File: src/rtl/eews_pkg.sv
package eews_pkg;
  typedef enum logic [1:0] {
    ST_IDLE = 2'd0,
    ST_LOAD = 2'd1,
    ST_PROG = 2'd2
  } wstate_e;

  localparam int unsigned BYTE_W   = 8;
  localparam int unsigned POLL_BIT = 7;
  localparam int unsigned TGL_BIT  = 6;
  localparam int unsigned TMO_BIT  = 5;
endpackage

File: src/rtl/eews_ctrl.sv
module eews_ctrl import eews_pkg::*; #(
  parameter int unsigned LOAD_CYC  = 100,
  parameter int unsigned WRITE_CYC = 1000
) (
  input  logic    clk_i,
  input  logic    rst_ni,
  input  logic    we_i,
  input  logic    re_i,
  input  logic    same_page_i,
  output wstate_e state_o,
  output logic    accept_o,
  output logic    commit_o,
  output logic    toggle_o
);
  localparam int unsigned LW = $clog2(LOAD_CYC + 1);
  localparam int unsigned WW = $clog2(WRITE_CYC + 1);

  wstate_e state_q, state_d;
  logic [LW-1:0] ld_cnt_q;
  logic [WW-1:0] wr_cnt_q;
  logic          tgl_q;
  logic          ld_expired;

  assign ld_expired = (ld_cnt_q == LW'(LOAD_CYC - 1));
  assign accept_o   = we_i && ((state_q == ST_IDLE) ||
                               (state_q == ST_LOAD && same_page_i));
  assign commit_o   = (state_q == ST_PROG) && (wr_cnt_q == WW'(WRITE_CYC - 1));

  always_comb begin
    state_d = state_q;
    unique case (state_q)
      ST_IDLE: if (we_i) state_d = ST_LOAD;
      ST_LOAD: begin
        if (we_i && !same_page_i)  state_d = ST_PROG;
        else if (!we_i && ld_expired) state_d = ST_PROG;
      end
      ST_PROG: if (commit_o) state_d = ST_IDLE;
      default: state_d = ST_IDLE;
    endcase
  end

  always_ff @(posedge clk_i or negedge rst_ni) begin
    if (!rst_ni) begin
      state_q  <= ST_IDLE;
      ld_cnt_q <= '0;
      wr_cnt_q <= '0;
      tgl_q    <= 1'b0;
    end else begin
      state_q <= state_d;
      if (accept_o)                ld_cnt_q <= '0;
      else if (state_q == ST_LOAD) ld_cnt_q <= ld_cnt_q + 1'b1;
      if (state_q != ST_PROG) wr_cnt_q <= '0;
      else                    wr_cnt_q <= wr_cnt_q + 1'b1;
      // toggle restarts at 0 for every busy period
      if (state_q == ST_IDLE) tgl_q <= 1'b0;
      else if (re_i)          tgl_q <= ~tgl_q;
    end
  end

  assign state_o  = state_q;
  assign toggle_o = tgl_q;

  p_load_bound_r5: assert property (@(posedge clk_i) disable iff (!rst_ni)
    state_q == ST_LOAD |-> ld_cnt_q < LW'(LOAD_CYC));
  p_commit_idle_r7: assert property (@(posedge clk_i) disable iff (!rst_ni)
    commit_o |=> state_q == ST_IDLE);
  p_prog_hold_r7: assert property (@(posedge clk_i) disable iff (!rst_ni)
    (state_q == ST_PROG && !commit_o) |=> state_q == ST_PROG);
endmodule

File: src/rtl/eews_page_buf.sv
module eews_page_buf import eews_pkg::*; #(
  parameter int unsigned ADDR_W = 8,
  parameter int unsigned PAGE_W = 4
) (
  input  logic                                     clk_i,
  input  logic                                     rst_ni,
  input  logic                                     accept_i,
  input  logic                                     commit_i,
  input  logic                                     prog_i,
  input  logic [ADDR_W-1:0]                        addr_i,
  input  logic [BYTE_W-1:0]                        wdata_i,
  output logic                                     same_page_o,
  output logic [ADDR_W-PAGE_W-1:0]                 page_o,
  output logic [(1<<PAGE_W)-1:0][BYTE_W-1:0]       data_o,
  output logic [(1<<PAGE_W)-1:0]                   valid_o,
  output logic                                     last_b7_o
);
  localparam int unsigned PAGE_BYTES = 1 << PAGE_W;
  localparam int unsigned TAG_W      = ADDR_W - PAGE_W;

  logic [TAG_W-1:0]                  tag_q;
  logic [PAGE_BYTES-1:0][BYTE_W-1:0] data_q;
  logic [PAGE_BYTES-1:0]             valid_q;
  logic                              last_b7_q;
  logic [PAGE_W-1:0]                 off;

  assign off         = addr_i[PAGE_W-1:0];
  assign same_page_o = (addr_i[ADDR_W-1:PAGE_W] == tag_q);

  always_ff @(posedge clk_i or negedge rst_ni) begin
    if (!rst_ni) begin
      tag_q     <= '0;
      last_b7_q <= 1'b0;
    end else if (accept_i) begin
      tag_q     <= addr_i[ADDR_W-1:PAGE_W];
      last_b7_q <= wdata_i[BYTE_W-1];
    end
  end

  for (genvar g = 0; g < PAGE_BYTES; g++) begin : g_slot
    always_ff @(posedge clk_i or negedge rst_ni) begin
      if (!rst_ni) begin
        data_q[g]  <= '0;
        valid_q[g] <= 1'b0;
      end else if (commit_i) begin
        valid_q[g] <= 1'b0;
      end else if (accept_i && off == PAGE_W'(g)) begin
        data_q[g]  <= wdata_i;
        valid_q[g] <= 1'b1;
      end
    end
  end

  assign page_o    = tag_q;
  assign data_o    = data_q;
  assign valid_o   = valid_q;
  assign last_b7_o = last_b7_q;

  p_buf_frozen_r8: assert property (@(posedge clk_i) disable iff (!rst_ni)
    (prog_i && !commit_i) |=> ($stable(data_q) && $stable(valid_q) && $stable(tag_q)));
endmodule

File: src/rtl/eews_mem_array.sv
module eews_mem_array import eews_pkg::*; #(
  parameter int unsigned ADDR_W = 8,
  parameter int unsigned PAGE_W = 4
) (
  input  logic                               clk_i,
  input  logic                               rst_ni,
  input  logic                               commit_i,
  input  logic [ADDR_W-PAGE_W-1:0]           page_i,
  input  logic [(1<<PAGE_W)-1:0][BYTE_W-1:0] data_i,
  input  logic [(1<<PAGE_W)-1:0]             valid_i,
  input  logic [ADDR_W-1:0]                  raddr_i,
  output logic [BYTE_W-1:0]                  rdata_o
);
  localparam int unsigned PAGE_BYTES = 1 << PAGE_W;
  localparam int unsigned TAG_W      = ADDR_W - PAGE_W;
  localparam int unsigned DEPTH      = 1 << ADDR_W;

  logic [DEPTH-1:0][BYTE_W-1:0] words;

  for (genvar w = 0; w < DEPTH; w++) begin : g_word
    localparam int unsigned OFF = w % PAGE_BYTES;
    localparam int unsigned PG  = w / PAGE_BYTES;
    logic [BYTE_W-1:0] cell_q;
    always_ff @(posedge clk_i or negedge rst_ni) begin
      if (!rst_ni) cell_q <= '0;
      else if (commit_i && page_i == TAG_W'(PG) && valid_i[OFF]) cell_q <= data_i[OFF];
    end
    assign words[w] = cell_q;
  end

  assign rdata_o = words[raddr_i];
endmodule

File: src/rtl/eeprom_wstat.sv
module eeprom_wstat import eews_pkg::*; #(
  parameter int unsigned ADDR_W    = 8,
  parameter int unsigned PAGE_W    = 4,
  parameter int unsigned LOAD_CYC  = 100,
  parameter int unsigned WRITE_CYC = 1000
) (
  input  logic              clk_i,
  input  logic              rst_ni,
  input  logic              we_i,
  input  logic              re_i,
  input  logic [ADDR_W-1:0] addr_i,
  input  logic [7:0]        wdata_i,
  output logic [7:0]        rdata_o
);
  localparam int unsigned PAGE_BYTES = 1 << PAGE_W;
  localparam int unsigned TAG_W      = ADDR_W - PAGE_W;

  wstate_e                           state;
  logic                              accept, commit, toggle, same_page, last_b7, busy;
  logic [TAG_W-1:0]                  page;
  logic [PAGE_BYTES-1:0][BYTE_W-1:0] pdata;
  logic [PAGE_BYTES-1:0]             pvalid;
  logic [BYTE_W-1:0]                 mem_rd, status, rdata_q;

  eews_ctrl #(.LOAD_CYC(LOAD_CYC), .WRITE_CYC(WRITE_CYC)) i_ctrl (
    .clk_i, .rst_ni, .we_i, .re_i,
    .same_page_i(same_page), .state_o(state), .accept_o(accept),
    .commit_o(commit), .toggle_o(toggle)
  );

  eews_page_buf #(.ADDR_W(ADDR_W), .PAGE_W(PAGE_W)) i_buf (
    .clk_i, .rst_ni, .accept_i(accept), .commit_i(commit),
    .prog_i(state == ST_PROG), .addr_i, .wdata_i,
    .same_page_o(same_page), .page_o(page), .data_o(pdata),
    .valid_o(pvalid), .last_b7_o(last_b7)
  );

  eews_mem_array #(.ADDR_W(ADDR_W), .PAGE_W(PAGE_W)) i_mem (
    .clk_i, .rst_ni, .commit_i(commit), .page_i(page), .data_i(pdata),
    .valid_i(pvalid), .raddr_i(addr_i), .rdata_o(mem_rd)
  );

  assign busy = (state != ST_IDLE);

  always_comb begin
    status           = '0;
    status[POLL_BIT] = ~last_b7;
    status[TGL_BIT]  = toggle;
    status[TMO_BIT]  = (state == ST_PROG);
  end

  always_ff @(posedge clk_i or negedge rst_ni) begin
    if (!rst_ni)   rdata_q <= '0;
    else if (re_i) rdata_q <= busy ? status : mem_rd;
  end

  assign rdata_o = rdata_q;

  p_dq5_load_r2: assert property (@(posedge clk_i) disable iff (!rst_ni)
    (re_i && state == ST_LOAD) |=> (rdata_o[TMO_BIT] == 1'b0 && rdata_o[4:0] == '0));
  p_dq7_poll_r3: assert property (@(posedge clk_i) disable iff (!rst_ni)
    (re_i && busy) |=> rdata_o[POLL_BIT] == !$past(last_b7));
endmodule

File: config.mk
export PLATFORM = sky130hd
export DESIGN_NAME = eeprom_wstat
export DESIGN_NICKNAME = d
export VERILOG_FILES = /design/src/rtl/eews_pkg.sv /design/src/rtl/eews_ctrl.sv /design/src/rtl/eews_page_buf.sv /design/src/rtl/eews_mem_array.sv /design/src/rtl/eeprom_wstat.sv
export SDC_FILE = /design/constraint.sdc
export NUM_CORES = 2
export LEC_CHECK = 0
export ABC_AREA = 1
export ABC_CLOCK_PERIOD_IN_PS = 2250
export BUFFER_PORTS_ARGS = -buffer_cell sky130_fd_sc_hd__buf_2
export CORE_ASPECT_RATIO = 1.75
export CORE_MARGIN = 2
export CORE_UTILIZATION = 35
export DETAILED_ROUTE_END_ITERATION = 10
export MAX_ROUTING_LAYER = met4
export PLACE_DENSITY_LB_ADDON = 0.3
export REMOVE_ABC_BUFFERS = 1
export SYNTH_ARGS = -nofsm -noshare
export SYNTH_HDL_FRONTEND = slang
export SYNTH_SLANG_ARGS = --single-unit
export TNS_END_PERCENT = 10
File: constraint.sdc
create_clock -name clk_i -period 2.25 [get_ports clk_i]
set_input_delay 0.1125 -clock clk_i [delete_from_list [all_inputs] [get_ports clk_i]]
set_output_delay 0.1125 -clock clk_i [all_outputs]
set_load 0.03 [all_outputs]
==> impl_results.md <==
- CTS max path bufs: 4
- Final Skew: 0.04437 ns
- Setup violators final: 851
- Final wirelength: around 500 mm
- Period minus WS final: 2.435 ns
- Max_slew headroom: 45.61%
- Initial DRT Pass Iterations: 6
- Worst-margin pin slew: 0.8129 ns
- Yosys warns: 0
- CP required: 3.02 ns
- # rows: 256
- Worst Hold Class: input port to asynchronous set/reset pin
- Most frequent cells in the layout: nand2_1, dfrtp_1, o21ai_0
- First-pass GRT wire length: 689.4 mm
- Number of global-route vias before repair: 87620
- TritonCTS clock tree: done
- Status: finished, violations left
- Die area: 0.2841 mm2
- Die W: 403.8 um
- Synth Area in Adders: 0.02556%
- Initial Util: a little over a third
- Post-Synth Simple-Gate Area: between 20% and 30%
- Die H: 703.7 um
- Reg2Reg Depth: 12
- GRT Total Usage: around 36%
- Place WS: -1.050 ns
- Post-synthesis compound-gate area fraction: 13.64%
- Pwr Total: 103000 uW
- Final #Nets: 12840
- PD cells: 832.0 mW/mm2
- Lkg Pwr: approximately 0.057 uW
- DRT iter0 DRCs: 10610
- RSZ-0062 raised after global routing: true
- Ports: 28
- Arrival @ worst endpoint: 3.20 ns
- Largest net degree at the start of global routing: 97
- FF+latch count, synth: approximately 2200
- Crit Path Class: flop to flop
- Post-route worst setup slack: -0.1849 ns
- Final Hold Fails: 0
- WL per Instance: 30.21 um
- Post-synthesis mux area share: 0%
- Gpl congestion: 1.074
- Setup crit end kind: flop
- Xor/xnor cell area share of the yosys netlist: less than 1%
- DRC errors left: 0
- VDD IR max: 0.001064 V
- Clock-pin slew on the worst setup and hold paths: around 0.070 ns
- Dpl hpwl: 355.4 mm
- Crit Path Max Fanout: 8
- Commonest non-fill, non-tap cell in the layout: nand2_1
- Initial antenna violation count: 58
- FMAX: 410.7 MHz
- Htree depth: 4
- # Max-Cap Violations: 0
- Clk root buf: clkbuf_16
- WHS: 0.04719 ns
- Fin crit share: 108.2%
- Core box area: about 0.28 mm2
- Failing checks: setup timing
- Mapped Cells: 11950
- Routed Antenna Nets: 0
- Clock Sinks: 2225
- Largest family of logic cells by synthesized area: simple AND/OR/NAND/NOR gates
- Mean post-synth cell area: 8.192 um2
- Buffers on Ports: 27
- Register area share after synthesis: 56.87%
- Max Transition Viols Final: 0
- Via/cell ratio: about 5.6
- Synth unique cells: 31
- Number of buffers created by CTS: 210
- R2R setup slack: -0.18 ns
- Clock Latency Late Sink: 0.93 ns
- Netlist Area Pre-Place: 0.09791 mm2
- Via count: 92510
- Layout cells sized above 1: 17.08%
- Layout area overhead: 26.43%
- Crit path launch type: flop
- GRT overflow: 0
flip-flops by register name, indices dropped and copies added (netlist names):
name and flops:
i_buf.page_o 4, i_buf.data_o 128, i_mem.g_word.cell_q 2048, i_buf.last_b7_o 1, i_ctrl.ld_cnt_q 7, i_ctrl.toggle_o 1
i_ctrl.state_o 2, i_buf.valid_o 16, rdata_o 8, i_ctrl.wr_cnt_q 10
final cells by class:
| cell class | instances | area [um2] |
|---|---|---|
| fillers | 27750 | 154200 |
| flip-flops and latches | 2225 | 55680 |
| multi-input cells | 8753 | 40350 |
| repair buffers | 1426 | 15160 |
| clock buffers | 297 | 5995 |
| well taps | 3612 | 4519 |
| clock inverters | 82 | 1197 |
| inverters | 200 | 782.0 |
| diodes | 40 | 100.1 |
critical path, cell delays in order (launching register included):
cell and delay [ns]:
dfrtp_1 0.39, ha_4 0.17, nand3_4 0.06, nor4_4 0.16, buf_6 0.18, nand2_8 0.10, buf_12 0.18, nor3_4 0.24
buf_12 0.24, buf_12 0.19, nand2_8 0.10, nand2_4 0.11, o21ai_2 0.05
worst paths after layout:
| kind | from | to |
|---|---|---|
| hold / removal | rst_ni | i_mem.g_word[112].cell_q[1] |
| max in group asynchronous | rst_ni | i_mem.g_word[186].cell_q[5] |
| setup / recovery | i_ctrl.wr_cnt_q[1] | i_mem.g_word[227].cell_q[0] |
| min in group clk_i | we_i | i_ctrl.state_o[1] |
| setup reg to reg | i_ctrl.wr_cnt_q[1] | i_mem.g_word[227].cell_q[0] |
| hold reg to reg | i_mem.g_word[41].cell_q[0] | i_mem.g_word[41].cell_q[0] |
per-stage QoR:
stage / instances / setup TNS, ns / instance area, um2 / util (%)
detailed placement: 16120 / -215.30 / 112900 / 40.60
finish: 16640 / -41.32 / 123800 / 44.52
global placement: 16120 / -163.19 / 112900 / 40.60
CTS: 16540 / -51.69 / 121300 / 43.62
floorplan: 11160 / -2123.20 / 94590 / -
global route: 16630 / -189.13 / 123800 / 44.51
where the power goes:
| group | total, uW | switching (uW) | internal, uW |
|---|---|---|---|
| logic | 22400 | 18300 | 4130 |
| clock network | 38600 | 16900 | 21700 |
| registers | 41900 | 777 | 41200 |
| total | 103000 | 36000 | 67000 |
what timing repair did:
item	4_1_cts	5_1_grt
pin swaps	14	53
setup buffers	11	19
gates resized for setup	245	571
setup endpoints to repair	2098	2152
hold endpoints to repair	2367	0
hold buffers	15	0
gates cloned	13	38
layer usage:
layer	wire length, um	vias up	GRT usage [%]	share of wire, %
li1	-	40590	-	-
met1	170500	45130	38.41	34
met2	228200	4934	54.47	45
met3	38790	1855	6.294	7.7
met4	65130	0	36.73	13
met5	0	-	-	0
cells in the mapped netlist (all sizes together):
cell	instances	area [um2]
xnor2	3	26.28
nand4	200	1251
nand2	5374	20760
o21ai	2249	11260
clkinv	1	3.750
a21oi	174	870.8
xor2	5	43.79
ha	2	25.02
nor3	22	246.5
nand3	224	1121
buf	237	1246
a211oi	1	7.510
inv	199	747.0
a21o	5	37.54
nor2	272	1021
a22oi	156	1171
a31oi	1	6.260
clkbuf	553	2076
dfrtp	2225	55680
nor4	1	21.27
and2	46	287.8
o22ai	1	6.260
cell families (layout without fill, tap and decap cells):
family,Yosys count,in the layout
simple gates,6139,6156
other cells,0,40
fa+ha+maj,2,2
compound gates,2587,2587
flops,2225,2225
buf+inv,990,2005
xor+xnor,8,8
(Power assumes the default switching activity.)
